[config.mk]
export PLATFORM = sky130hd
export DESIGN_NAME = cwf_refill
export DESIGN_NICKNAME = d
export VERILOG_FILES = /design/src/rtl/cwf_pkg.sv /design/src/rtl/cwf_order.sv /design/src/rtl/cwf_ctrl.sv /design/src/rtl/cwf_line_buf.sv /design/src/rtl/cwf_refill.sv
export SDC_FILE = /design/constraint.sdc
export NUM_CORES = 1
export LEC_CHECK = 0
export BUFFER_PORTS_ARGS = -buffer_cell sky130_fd_sc_hd__buf_2
export CAP_MARGIN = 25
export CORE_ASPECT_RATIO = 0.9
export CORE_MARGIN = 5
export CORE_UTILIZATION = 55
export CTS_BUF_LIST = sky130_fd_sc_hd__clkbuf_2
export CTS_CLUSTER_SIZE = 24
export DETAILED_ROUTE_END_ITERATION = 10
export GPL_ROUTABILITY_DRIVEN = 0
export PLACE_DENSITY = 0.79
export RECOVER_POWER = 100
export SLEW_MARGIN = 25
export SYNTH_ARGS = -nofsm -noshare
export SYNTH_HDL_FRONTEND = slang
export SYNTH_SLANG_ARGS = --single-unit
[constraint.sdc]
create_clock -name clk -period 2.15 [get_ports clk]
set_clock_uncertainty 0.05 [all_clocks]
set_input_delay 0.1075 -clock clk [delete_from_list [all_inputs] [get_ports clk]]
set_output_delay 0.1075 -clock clk [all_outputs]
set_load 0.01 [all_outputs]
[src/rtl/cwf_pkg.sv]
package cwf_pkg;
  typedef enum logic [1:0] {
    ST_IDLE = 2'd0,
    ST_REQ  = 2'd1,
    ST_WAIT = 2'd2
  } fill_st_e;

  typedef enum logic {
    ORD_ASCEND = 1'b0,
    ORD_WRAP   = 1'b1
  } fill_ord_e;
endpackage

[src/rtl/cwf_order.sv]
module cwf_order
  import cwf_pkg::*;
#(
  parameter int OFF_W = 2
) (
  input  fill_ord_e        ord,
  input  logic [OFF_W-1:0] start,
  input  logic [OFF_W-1:0] step,
  output logic [OFF_W-1:0] off
);
  // line size is a power of two, so the sum wraps modulo the word count
  always_comb begin
    if (ord == ORD_WRAP) off = start + step;
    else                 off = step;
  end
endmodule

[src/rtl/cwf_ctrl.sv]
module cwf_ctrl
  import cwf_pkg::*;
#(
  parameter int WORDS = 4,
  parameter int OFF_W = $clog2(WORDS)
) (
  input  logic             clk,
  input  logic             rst_n,
  input  logic             miss_valid,
  input  logic             rsp_valid,
  input  logic [OFF_W-1:0] cur_off,
  input  logic [OFF_W-1:0] want_off,
  output logic             busy,
  output logic             accept,
  output logic             req_valid,
  output logic             take,
  output logic             last,
  output logic             restart,
  output logic [OFF_W-1:0] step
);
  localparam logic [OFF_W-1:0] LAST_STEP = OFF_W'(WORDS - 1);

  fill_st_e         st_q, st_d;
  logic [OFF_W-1:0] step_q, step_d;
  logic             sent_q, sent_d;
  logic             step_en;

  assign busy      = (st_q != ST_IDLE);
  assign accept    = (st_q == ST_IDLE) && miss_valid;
  assign req_valid = (st_q == ST_REQ);
  assign take      = (st_q == ST_WAIT) && rsp_valid;
  assign last      = take && (step_q == LAST_STEP);
  assign restart   = take && (cur_off == want_off);
  assign step      = step_q;
  assign step_en   = accept || (take && !last);

  always_comb begin
    st_d = st_q;
    unique case (st_q)
      ST_IDLE: if (miss_valid) st_d = ST_REQ;
      ST_REQ:  st_d = ST_WAIT;
      ST_WAIT: if (take) st_d = last ? ST_IDLE : ST_REQ;
      default: st_d = ST_IDLE;
    endcase
  end

  always_comb begin
    step_d = step_q;
    if (accept)       step_d = '0;
    else if (step_en) step_d = step_q + 1'b1;
  end

  always_comb begin
    sent_d = sent_q;
    if (accept)       sent_d = 1'b0;
    else if (restart) sent_d = 1'b1;
  end

  always_ff @(posedge clk or negedge rst_n) begin
    if (!rst_n) begin
      st_q   <= ST_IDLE;
      sent_q <= 1'b0;
    end else begin
      st_q   <= st_d;
      sent_q <= sent_d;
    end
  end

  always_ff @(posedge clk or negedge rst_n) begin
    if (!rst_n)       step_q <= '0;
    else if (step_en) step_q <= step_d;
  end

  // a request pulse is never followed directly by another
  a_r4_single_req: assert property (@(posedge clk) disable iff (!rst_n)
    req_valid |=> !req_valid);

  // at most one release between two accepted misses
  a_r6_one_restart: assert property (@(posedge clk) disable iff (!rst_n)
    restart |-> !sent_q);

  // no new miss is taken while a word is still awaited
  a_r4_no_accept_busy: assert property (@(posedge clk) disable iff (!rst_n)
    (st_q == ST_WAIT) |-> !accept);
endmodule

[src/rtl/cwf_line_buf.sv]
module cwf_line_buf #(
  parameter int WORDS  = 4,
  parameter int DATA_W = 64,
  parameter int OFF_W  = $clog2(WORDS)
) (
  input  logic              clk,
  input  logic              rst_n,
  input  logic              clr,
  input  logic              wr_en,
  input  logic [OFF_W-1:0]  wr_off,
  input  logic [DATA_W-1:0] wr_data,
  input  logic              fill_end,
  input  logic [OFF_W-1:0]  rd_off,
  output logic [DATA_W-1:0] rd_data,
  output logic              rd_here,
  output logic              line_valid
);
  logic [DATA_W-1:0] word_q [WORDS];
  logic [WORDS-1:0]  here_q, here_d;
  logic              lv_q, lv_d;

  always_comb begin
    here_d = here_q;
    if (clr)        here_d = '0;
    else if (wr_en) here_d[wr_off] = 1'b1;
  end

  always_comb begin
    lv_d = lv_q;
    if (clr)           lv_d = 1'b0;
    else if (fill_end) lv_d = 1'b1;
  end

  always_ff @(posedge clk or negedge rst_n) begin
    if (!rst_n) begin
      here_q <= '0;
      lv_q   <= 1'b0;
    end else begin
      here_q <= here_d;
      lv_q   <= lv_d;
    end
  end

  // data storage carries no reset; presence bits qualify it
  always_ff @(posedge clk) begin
    for (int i = 0; i < WORDS; i++) begin
      if (wr_en && (wr_off == OFF_W'(i))) word_q[i] <= wr_data;
    end
  end

  assign rd_data    = word_q[rd_off];
  assign rd_here    = here_q[rd_off];
  assign line_valid = lv_q;

  // the line is flagged only with every word present
  a_r8_valid_full: assert property (@(posedge clk) disable iff (!rst_n)
    lv_q |-> (&here_q));

  // the flag rises only on the edge of the final write
  a_r8_rise_on_write: assert property (@(posedge clk) disable iff (!rst_n)
    $rose(lv_q) |-> $past(wr_en));
endmodule

[src/rtl/cwf_refill.sv]
module cwf_refill
  import cwf_pkg::*;
#(
  parameter int ADDR_W = 26,
  parameter int DATA_W = 64,
  parameter int WORDS  = 4,
  parameter int OFF_W  = $clog2(WORDS)
) (
  input  logic                    clk,
  input  logic                    rst_n,
  input  logic                    miss_valid,
  input  logic [ADDR_W-1:0]       miss_blk,
  input  logic [OFF_W-1:0]        miss_off,
  input  logic                    miss_mode,
  output logic                    busy,
  output logic                    mem_req_valid,
  output logic [ADDR_W+OFF_W-1:0] mem_req_addr,
  input  logic                    mem_rsp_valid,
  input  logic [DATA_W-1:0]       mem_rsp_data,
  output logic                    cpu_restart,
  output logic [DATA_W-1:0]       cpu_data,
  input  logic                    acc_valid,
  input  logic [OFF_W-1:0]        acc_off,
  output logic                    acc_stall,
  output logic [DATA_W-1:0]       acc_data,
  output logic                    line_valid
);
  logic [1:0]        rst_sync_q;
  logic              rst_s_n;
  logic [ADDR_W-1:0] blk_q;
  logic [OFF_W-1:0]  off_q;
  fill_ord_e         ord_q;
  logic              accept, take, last;
  logic [OFF_W-1:0]  step, req_off;
  logic              here;

  always_ff @(posedge clk or negedge rst_n) begin
    if (!rst_n) rst_sync_q <= 2'b00;
    else        rst_sync_q <= {rst_sync_q[0], 1'b1};
  end
  assign rst_s_n = rst_sync_q[1];

  always_ff @(posedge clk) begin
    if (accept) begin
      blk_q <= miss_blk;
      off_q <= miss_off;
      ord_q <= fill_ord_e'(miss_mode);
    end
  end

  cwf_ctrl #(.WORDS(WORDS), .OFF_W(OFF_W)) u_ctrl (
    .clk        (clk),
    .rst_n      (rst_s_n),
    .miss_valid (miss_valid),
    .rsp_valid  (mem_rsp_valid),
    .cur_off    (req_off),
    .want_off   (off_q),
    .busy       (busy),
    .accept     (accept),
    .req_valid  (mem_req_valid),
    .take       (take),
    .last       (last),
    .restart    (cpu_restart),
    .step       (step)
  );

  cwf_order #(.OFF_W(OFF_W)) u_order (
    .ord   (ord_q),
    .start (off_q),
    .step  (step),
    .off   (req_off)
  );

  cwf_line_buf #(.WORDS(WORDS), .DATA_W(DATA_W), .OFF_W(OFF_W)) u_buf (
    .clk        (clk),
    .rst_n      (rst_s_n),
    .clr        (accept),
    .wr_en      (take),
    .wr_off     (req_off),
    .wr_data    (mem_rsp_data),
    .fill_end   (last),
    .rd_off     (acc_off),
    .rd_data    (acc_data),
    .rd_here    (here),
    .line_valid (line_valid)
  );

  assign mem_req_addr = {blk_q, req_off};
  assign cpu_data     = mem_rsp_data;
  assign acc_stall    = acc_valid && !here;

  // wrapped fill asks for the demanded word before any other
  a_r2_demand_first: assert property (@(posedge clk) disable iff (!rst_s_n)
    (mem_req_valid && (ord_q == ORD_WRAP) && (step == '0)) |-> (req_off == off_q));

  // release only alongside a memory response
  a_r5_restart_on_rsp: assert property (@(posedge clk) disable iff (!rst_s_n)
    cpu_restart |-> mem_rsp_valid);

  // a complete line never stalls a probe
  a_r9_valid_no_stall: assert property (@(posedge clk) disable iff (!rst_s_n)
    (line_valid && acc_valid) |-> !acc_stall);

  // a miss during a fill leaves the captured miss untouched
  a_r10_busy_ignore: assert property (@(posedge clk) disable iff (!rst_s_n)
    (busy && miss_valid && !last) |=> ($stable(blk_q) && $stable(off_q) && busy));
endmodule

==> results.md <==
- Outcome: finished, violations left
- Failing checks: setup timing
- Boundary pin count: 261
- Via count: 6,656
- Clock power frac: 27.7%
- Pleak: 5.45 nW
- TritonCTS clock tree: yes
- WL final: 27,300 µm
- Gate Count Post-Synth: 488
- Distinct cells, synth: 26
- Reg2reg end: u_buf.word_q[0][47]$_DFFE_PP_
- Fin cells: 1,266
- Area Growth Syn to Fin: 34.4%
- Starting DRT DRC Count: 496
- Yosys Warn Count: 0
- Crit path from: off_q[0]$_DFFE_PP_
- First-pass GRT wire length: 41,900 µm
- Syn nets: 590
- Arr. time, crit path: 2120 ps
- Psw: 3.71 mW
- Sw Share: 27.6%
- Worst Setup Path Type: reg2out
- Launch point of the worst reg-to-reg path: off_q[0]$_DFFE_PP_
- Drt drc: 0
- CTS buffer count: 71
- Final instance area: 15,100 µm²
- Core Util, Final: 75.3%
- Critical Path End: cpu_restart
- Crit-path max FO: 2
- Placed cells: 943
- Power per standard cell area: 890 nW/µm²
- Comb power frac: 18.6%
- Setup ws final: -124 ps
- Vias in the first global route: 7,433
- Sequential cell area fraction in the yosys report: 78.6%
- Clock Sinks: 296
- Nets: 1,059
- Remaining Overflow, GRT: 0
- Fin. Hold Viols: 0
- Area after DPL: 12,500 µm²
- Site row count: 49
- Critical Path, Cell by Cell: ha_4 > mux2i_2 > xnor2_1 > nor3_2 > buf_2
- TritonRoute pass-1 iters: 4
- RSZ-0062 raised after global routing: true
- CP peak stage delay: 460 ps
- Min Tclk post-route: 2270 ps
- Max-cap violations: 0
- # diodes: 0
- Power Total: 13.4 mW
- Worst R2R Setup Slack: 30 ps
- Final Setup Violations: 2
- Synthesized area per cell: 23.0 µm²
- Clock Path Buffers: 3
- Post-route ant nets: 0
- Worst reg-to-reg path cell count: 9
- Worst EP required: 1990 ps
- Chip height: 146 µm
- Max Clk Rate: 440 MHz
- H-tree levels: 3
- Ratio of cells with drive above 1 in the final layout: 34.1%
- Synthesized area: 11,200 µm²
- Most common cell after layout, fill and taps aside: edfxtp_1
- Slowest-stage cell, CP: edfxtp_1
- Largest net degree at the start of global routing: 66
- Vias per cell: 5.26
- Seq cells post-synth: 296
- Detailed-route wire length per cell: 21.5 µm
- Worst Hold Class: reg2async
- DIE AREA: 23,400 µm²
- DP Wirelength: 14,900 µm
- Most frequent cells in the layout: 285 x edfxtp_1, 189 x dlygate4sd3_1, 130 x buf_2
- Sequential power share: 53.7%
- Worst Setup End Kind: primary output
- Power Internal: 9.73 mW
- Max VDD drop: 0.873 mV
- CTS Root Cell: clkbuf_2
- PortBufs: 260
- Clock Latency Late Sink: 760 ps
- Antenna violations before repair: 0
- Die Wd: 161 µm
- Setup crit start kind: register
- Fin. max-slew vios: 0
- Tot GR Track Use: 23.5%
- Initial Utilization: 56.0%
- Period utilization: 106%
- Core region area: 20,000 µm²
- Reg clk slew, reported paths: 100 ps
## final cells by class
class | instances | area (µm²)
fillers | 1164 | 4950
well taps | 255 | 319
repair buffers | 474 | 3440
flip-flops and latches | 296 | 8830
clock inverters | 31 | 201
clock buffers | 96 | 480
inverters | 5 | 21.3
multi-input cells | 109 | 1810
## kinds of logic after synthesis
group	share of synthesized area [%]
AOI/OAI and AO/OA	0.479
xor gates and xnor gates	0.457
adders and majority gates	0.223
buffers and inverters	5.92
DFF	78.6
muxes	13.4
other	0.0334
and+or+nand+nor	0.891
## metal layers
layer / vias to the layer above / track usage (%) / part of all wire, %
met5: - / 0 / 0
met4: 0 / 8.47 / 2.3
met1: 3324 / 27.3 / 35
met2: 375 / 41.0 / 54
met3: 59 / 7.73 / 9.1
li1: 2898 / - / -
## metrics by stage
stage,TNS (ps),setup WS (ps),hold WS [ps]
after floorplan,-111290,-501,-238
after global placement,0,65.8,-157
after detailed placement,0,19.8,-150
after CTS,-332,-173,0.806
after global routing,-543,-226,85.6
final,-169,-124,99.2
## sequential cells by signal, indices dropped and copies added (netlist names)
register,cells
blk_q,26
u_ctrl.st_q,2
u_ctrl.step,2
rst_sync_q,2
u_buf.line_valid,1
u_buf.word_q,256
off_q,2
ord_q,1
u_buf.here_q,4
## critical path: cells and delay by family (launching register included)
kind | cells | cell delay, ps
and+or+nand+nor | 1 | 230
buffers and inverters | 1 | 180
muxes | 1 | 170
adders and majority gates | 1 | 210
DFF | 1 | 460
xor gates and xnor gates | 1 | 110
## worst min path at each step
stage	slack (ps)	from	endpoint	cells after the start
detailed placement	-150	rst_n	rst_sync_q[0]$_DFF_PN0_	1
floorplan	-240	rst_n	rst_sync_q[0]$_DFF_PN0_	0
finish	100	rst_sync_q[1]$_DFF_PN0_	u_buf.here_q[3]$_DFFE_PN0P_	0
CTS	0.8	mem_rsp_data[35]	u_buf.word_q[1][35]$_DFFE_PP_	2
global route	90	mem_rsp_data[59]	u_buf.word_q[2][59]$_DFFE_PP_	2
global placement	-160	rst_n	rst_sync_q[0]$_DFF_PN0_	1
## power groups by stage
stage,sequential [mW],combinational [mW],clock [mW]
2_1_floorplan,7.31,1.09,0
3_3_place_gp,7.26,1.95,0
3_5_place_dp,7.30,2.01,0
4_1_cts,7.18,2.40,3.78
5_1_grt,7.26,2.67,4.17
6_report,7.21,2.50,3.73
## repair_timing
item,in CTS,in global routing
gates resized for setup,9,15
setup endpoints to repair,4,29
hold buffers,187,2
pin swaps,3,2
buffers inserted,4,4
hold endpoints to repair,304,6
## cells in the mapped netlist
| master | n | area (µm²) |
|---|---|---|
| a21o_1 | 1 | 7.51 |
| a21oi_1 | 2 | 10.0 |
| a31oi_1 | 1 | 6.26 |
| and3_1 | 1 | 6.26 |
| buf_12 | 6 | 120 |
| buf_2 | 7 | 35.0 |
| buf_4 | 64 | 480 |
| buf_6 | 1 | 11.3 |
| conb_1 | 1 | 3.75 |
| dfrtp_1 | 11 | 275 |
| edfxtp_1 | 285 | 8560 |
| ha_1 | 2 | 25.0 |
| inv_1 | 4 | 15.0 |
| inv_2 | 1 | 3.75 |
| mux2i_1 | 2 | 20.0 |
| mux4_1 | 5 | 131 |
| mux4_2 | 60 | 1350 |
| nand2_1 | 10 | 37.5 |
| nand3b_1 | 1 | 7.51 |
| nor2_1 | 10 | 37.5 |
| nor2b_1 | 1 | 6.26 |
| nor3_1 | 1 | 5.00 |
| o21ai_0 | 6 | 30.0 |
| xnor2_1 | 3 | 26.3 |
| xor2_1 | 1 | 8.76 |
| xor2_2 | 1 | 16.3 |
(Power assumes the default switching activity.)
